<file path="config.mk">
export PLATFORM = sky130hd
export DESIGN_NAME = dma_irq_flag_bank
export DESIGN_NICKNAME = d
export VERILOG_FILES = /design/src/rtl/dma_irq_flag_bank.sv
export SDC_FILE = /design/constraint.sdc
export NUM_CORES = 1
export LEC_CHECK = 0
export CAP_MARGIN = 30
export CELL_PAD_IN_SITES_DETAIL_PLACEMENT = 0
export CELL_PAD_IN_SITES_GLOBAL_PLACEMENT = 1
export CORE_ASPECT_RATIO = 0.75
export CORE_MARGIN = 5
export CORE_UTILIZATION = 24
export CTS_CLUSTER_DIAMETER = 80
export DETAILED_ROUTE_END_ITERATION = 7
export PLACE_DENSITY = 0.81
export SLEW_MARGIN = 5
export SYNTH_ARGS = -nofsm -noshare
export SYNTH_HDL_FRONTEND = slang
export SYNTH_SLANG_ARGS = --single-unit
</file>
<file path="constraint.sdc">
create_clock -name clk -period 1.09 [get_ports clk]
set_input_delay 0.218 -clock clk [delete_from_list [all_inputs] [get_ports clk]]
set_output_delay 0.218 -clock clk [all_outputs]
set_load 0.005 [all_outputs]
</file>
<file path="src/rtl/dma_irq_flag_bank.sv">
module dma_irq_flag_bank #(
  parameter int NSTREAM = 8,
  parameter int NEVT    = 5,
  parameter int DW      = 32
) (
  input  logic                    clk,
  input  logic                    rst_n,
  input  logic [NSTREAM-1:0]      evt_fifo_err,
  input  logic [NSTREAM-1:0]      evt_dm_err,
  input  logic [NSTREAM-1:0]      evt_xfer_err,
  input  logic [NSTREAM-1:0]      evt_half,
  input  logic [NSTREAM-1:0]      evt_done,
  input  logic [NSTREAM*NEVT-1:0] irq_en,
  input  logic [1:0]              bus_word,
  input  logic                    bus_we,
  input  logic [DW-1:0]           bus_wdata,
  output logic [DW-1:0]           bus_rdata,
  output logic [NSTREAM-1:0]      irq
);
  localparam int HALF = NSTREAM / 2;
  localparam int NF   = NSTREAM * NEVT;

  function automatic int grp_off(int s);
    return ((s & 2) << 3) | ((s & 1) * 6);
  endfunction

  function automatic int evt_pos(int k);
    return (k == 0) ? 0 : k + 1;
  endfunction

  function automatic logic [DW-1:0] live_mask();
    logic [DW-1:0] m;
    m = '0;
    for (int s = 0; s < HALF; s++)
      for (int k = 0; k < NEVT; k++)
        m[grp_off(s) + evt_pos(k)] = 1'b1;
    return m;
  endfunction

  localparam logic [DW-1:0] LIVE = live_mask();

  logic [NF-1:0] evt_flat;
  logic [NF-1:0] flg;
  logic [DW-1:0] wclr;
  logic [DW-1:0] img_lo, img_hi;

  assign wclr = bus_wdata & LIVE;

  for (genvar s = 0; s < NSTREAM; s++) begin : g_strm
    assign evt_flat[s*NEVT +: NEVT] =
      {evt_done[s], evt_half[s], evt_xfer_err[s], evt_dm_err[s], evt_fifo_err[s]};
    assign irq[s] = |(flg[s*NEVT +: NEVT] & irq_en[s*NEVT +: NEVT]);

    for (genvar k = 0; k < NEVT; k++) begin : g_flag
      localparam int H = s / HALF;
      localparam int B = grp_off(s % HALF) + evt_pos(k);
      logic hit;
      assign hit = bus_we && (bus_word == 2'(2 + H)) && wclr[B];

      always_ff @(posedge clk or negedge rst_n) begin
        if (!rst_n)                   flg[s*NEVT+k] <= 1'b0;
        else if (evt_flat[s*NEVT+k])  flg[s*NEVT+k] <= 1'b1;
        else if (hit)                 flg[s*NEVT+k] <= 1'b0;
      end
    end
  end

  always_comb begin
    img_lo = '0;
    img_hi = '0;
    for (int s = 0; s < NSTREAM; s++)
      for (int k = 0; k < NEVT; k++)
        if (s < HALF) img_lo[grp_off(s) + evt_pos(k)] = flg[s*NEVT+k];
        else          img_hi[grp_off(s - HALF) + evt_pos(k)] = flg[s*NEVT+k];
  end

  always_comb begin
    case (bus_word)
      2'd0:    bus_rdata = img_lo;
      2'd1:    bus_rdata = img_hi;
      default: bus_rdata = '0;
    endcase
  end
endmodule


</file>
# == Word-level counts from Yosys, hierarchy flattened ==
# Index checks and enable logic that the tools add are counted.
# totals
wordCells,223
regBits,40
out_inout_bits,40
# op_classes
n_mux,81
bitwise,8
eq_ne,3
n_reduce_logical,91
# op_table
op,n
$mux W1,80
$reduce_bool A2 Y1,40
$pmux W28 S2,1
$logic_and A1 B1 Y1,42
$and A5 B5 Y5,8
$reduce_or A5 Y1,8
$eq A2 B2 Y1 const B,2
$eq A2 B1 Y1 const B,1
$logic_not A2 Y1,1

# == Logic depth before layout (Yosys ltp) ==
# depth
ltp_word,5
depth_mapped,4

# == Least setup slack after synthesis ==
# OpenSTA, ideal clock, no wires.
# synth_timing
path_kind,input port to output port
from,in bus_word[0]
to,out bus_rdata[0]
required_time_ns,0.872
arrival_ns,0.759
n_path_buf,2
cell_stages,4
path_slack_ns,0.113
cell_sequence,buf_2 > buf_4 > mux2i_1 > nor2_1
# synth_between
elab_chain_cells,2
# synth_lines
item,line,rtl
start: declaration,14,"input logic [1:0] bus_word,"
$eq A2 B1 Y1 or $logic_not A2 Y1 (tied branches),78,case (bus_word)
$pmux W28 S2 (*),78,
end: declaration,17,"output logic [DW-1:0] bus_rdata,"
# Mark *: on every way between the ends. The rest lies on a longest branch, timed or not.

# == Worst setup path in the final report ==
# layout_timing
from,reg flg[15]
to,out irq[3]
# layout_between
elab_chain_cells,2
# layout_lines
item,line,rtl
start: declaration,43,logic [NF-1:0] flg;
start signal: indexed assignment,61,if (!rst_n) flg[s*NEVT+k] <= 1'b0;
start signal: indexed assignment,62,else if (evt_flat[s*NEVT+k]) flg[s*NEVT+k] <= 1'b1;
start signal: indexed assignment,63,else if (hit) flg[s*NEVT+k] <= 1'b0;
$and A5 B5 Y5,52,assign irq[s] = |(flg[s*NEVT +: NEVT] & irq_en[s*NEVT +: NEVT]);
$reduce_or A5 Y1,52,
end: declaration,18,output logic [NSTREAM-1:0] irq
# Every way passes these cells.

==> insert_results.sql <==
INSERT INTO impl_metrics (metric_group, metric, value, unit) VALUES
('die', 'core_region_area', '0.00893', 'sq mm'),
('final_layout', 'layout_cells_sized_above_1', '28.8', '%'),
('drt', 'detail_route.vias_per_cell', '4.62', ''),
('drt', 'detailedRoute.firstIterationViolations', '113', ''),
('clock_tree', 'cts-buffers-inserted', '5', ''),
('hold_path', 'hold_class', 'in2async', ''),
('clock_tree', 'cts_tree', 'yes', ''),
('status', 'outcome', 'finished, violations left', ''),
('die', 'fp.dieArea', '0.0110', 'sq mm'),
('drt', 'drt-wirelength-per-cell', '16.0', 'um'),
('final_layout', 'register_ranked_first_by_flip_flop_count', 'flg', ''),
('critical_path', 'critical_r2r_capture', 'flg[3]$_DFFE_PN0P_', ''),
('clock_tree', 'clk_pin_slew_worst_paths', '60', 'ps'),
('status', 'failed_checks', 'setup timing', ''),
('critical_path', 'criticalPathCategory', 'reg2out', ''),
('logic_synthesis', 'yosys_warnings', '0', ''),
('sta', 'rsz_0062_raised_after_global_routing', 'yes', ''),
('grt', 'maximum_number_of_pins_on_one_net_before_global_route_repair', '41', ''),
('critical_path', 'required_arrival_time_at_the_worst_endpoint', '870', 'ps'),
('final_layout', 'final_area', '0.00433', 'sq mm'),
('critical_path', 'cp_top_family', 'compound AO/OA/AOI/OAI gates', ''),
('drt', 'route.final.wire_length', '8770', 'um'),
('clock_tree', 'htree_num_levels', '2', ''),
('logic_synthesis', 'synth_area_leader_cell', 'dfrtp_1', ''),
('grt', 'antenna_found_initial', '0', ''),
('final_layout', 'area_growth_syn_to_layout', '99.8', '%'),
('grt', 'grt_pass1_vias', '2704', ''),
('sta', 'final_period_minus_worst_setup_slack', '1590', 'ps'),
('critical_path', 'setup.worst_path.start_class', 'flop', ''),
('clock_tree', 'clk_path_buf_depth', '2', ''),
('critical_path', 'critical-path-slowest-cell', 'a222oi_1', ''),
('logic_synthesis', 'synth_top_flop_cell', 'dfrtp_1', ''),
('run', 'drv_cap', '0', ''),
('power_and_ir_drop', 'power.total', '4.08', 'mW'),
('logic_synthesis', 'synth.cells.most_frequent', 'dfrtp_1 (40), nor2_1 (40)', ''),
('die', 'die_h', '92.2', 'um'),
('sta', 'worst_slack', '-502', 'ps'),
('grt', 'track_usage', '16.1', '%'),
('power_and_ir_drop', 'power.ir.vdd_worst', '0.505', 'mV'),
('sta', 'slew_violations', '0', ''),
('critical_path', 'crit_path_max_fanout', '2', ''),
('grt', 'grt-ovfl-total', '0', ''),
('sta', 'hold_viol', '0', ''),
('placement', 'dpl-instance-area', '0.00387', 'sq mm'),
('critical_path', 'critical_path_at', '1370', 'ps'),
('placement', 'place_congestion', '0.797', ''),
('die', 'core.rowCount', '30', ''),
('power_and_ir_drop', 'power_density', '944', 'mW/mm^2'),
('logic_synthesis', 'ys_ff_latch', '40', ''),
('clock_tree', 'numClockSinks', '40', ''),
('placement', 'io_buffers', '132', ''),
('die', 'start_util', '24.2', '%'),
('sta', 'setup_viol_count_final', '28', ''),
('die', 'ios', '157', ''),
('critical_path', 'path_cells', 'a222oi_1, nand2_1, buf_2', ''),
('critical_path', 'worst_r2r_path_depth', '5', ''),
('logic_synthesis', 'ys_async_sr_fraction', '100', '%'),
('placement', 'dp_hpwl', '6280', 'um'),
('power_and_ir_drop', 'cellLeakagePower', '1.83', 'nW'),
('clock_tree', 'cts_root_buf', 'clkbuf_16', ''),
('sta', 'clock.fmax', '628', 'MHz'),
('final_layout', 'final_non_filler_cells', '549', ''),
('grt', 'first_pass_grt_wire_length', '14200', 'um'),
('logic_synthesis', 'post_synth_edffs', '0', ''),
('critical_path', 'r2r-start', 'flg[3]$_DFFE_PN0P_', ''),
('drt', 'firstDrtPassIters', '6', ''),
('critical_path', 'critPathMaxStageDelay', '480', 'ps'),
('logic_synthesis', 'ys_top_cells_by_area', 'dfrtp_1 (46%), mux2i_1 (9.2%), a21o_1 (6.9%)', ''),
('final_layout', 'finish.utilization', '48.4', '%'),
('final_layout', 'diodes', '0', ''),
('die', 'die_w', '120', 'um');
## placed cells by master, fill, tap and decap left out, types with 4 or more instances in the layout
cell,count
buf_4,54
inv_1,20
a222oi_1,8
conb_1,12
nand4_1,20
a22oi_1,6
buf_6,19
clkdlybuf4s50_1,100
nand2_1,8
buf_2,30
mux2i_1,18
clkbuf_16,5
nor2_1,40
a31oi_1,17
a21o_1,20
buf_12,4
dfrtp_1,40
## area by class of cell
class	count	area, sq um
fillers	864	4610
flip-flops and latches	40	1000
clock buffers	6	139
repair buffers	212	1940
inverters	20	75.1
well taps	112	140
multi-input cells	157	1020
clock inverters	2	10.0
## where the power goes
part / leakage (nW) / switching (mW) / internal, mW / total, mW
Combinational: 1.39 / 0.368 / 0.656 / 1.02
Sequential: 0.365 / 0.0375 / 1.54 / 1.58
Clock: 0.0766 / 0.579 / 0.902 / 1.48
## routing by layer
layer	vias up	global-route usage, %	share of wire [%]
li1	1225	-	-
met1	1206	21.3	45
met2	101	26.3	47
met3	4	4.93	7.8
met4	0	2.57	0.42
met5	-	0	0
## worst reg2reg max path: cells and delay by family, from the launching register on
kind | cells | cell delay [ps]
DFF | 1 | 410
buffers and inverters | 3 | 370
and+or+nand+nor | 1 | 90
AOI/OAI and AO/OA | 1 | 50
## timing repair
action                                  CTS  global route
hold buffers                              1             0
resized for setup                       139            13
hold endpoints to repair                 40             0
gates cloned                              2             0
buffers inserted                         30             8
endpoints found under the setup margin   59            32
pin swaps                                20            14
## worst max-delay path by stage
stage / depth (start not counted) / startpoint / slack [ps] / end
6_report: 3 / flg[15]$_DFFE_PN0P_ / -500 / irq[3]
5_1_grt: 3 / flg[15]$_DFFE_PN0P_ / -560 / irq[3]
4_1_cts: 3 / flg[15]$_DFFE_PN0P_ / -520 / irq[3]
3_5_place_dp: 4 / irq_en[15] / -790 / irq[3]
3_3_place_gp: 4 / irq_en[15] / -800 / irq[3]
2_1_floorplan: 4 / bus_word[0] / 110 / bus_rdata[0]
## logic make-up after synthesis
group | after synthesis | share of synthesized area (%)
AND/OR/NAND/NOR | 69 | 14.5
AO/OA/AOI/OAI | 56 | 19.2
flip-flops | 40 | 46.2
other | 1 | 0.173
multiplexers | 20 | 9.25
buffers and inverters | 45 | 10.6
## metrics by stage
step,hold slack [ps],worst slack (ps)
after floorplan,-77.6,113
after global placement,210,-800
after detailed placement,212,-788
after CTS,450,-517
after global routing,471,-560
final,447,-502
No activity file was read; power rests on OpenSTA's default activity.
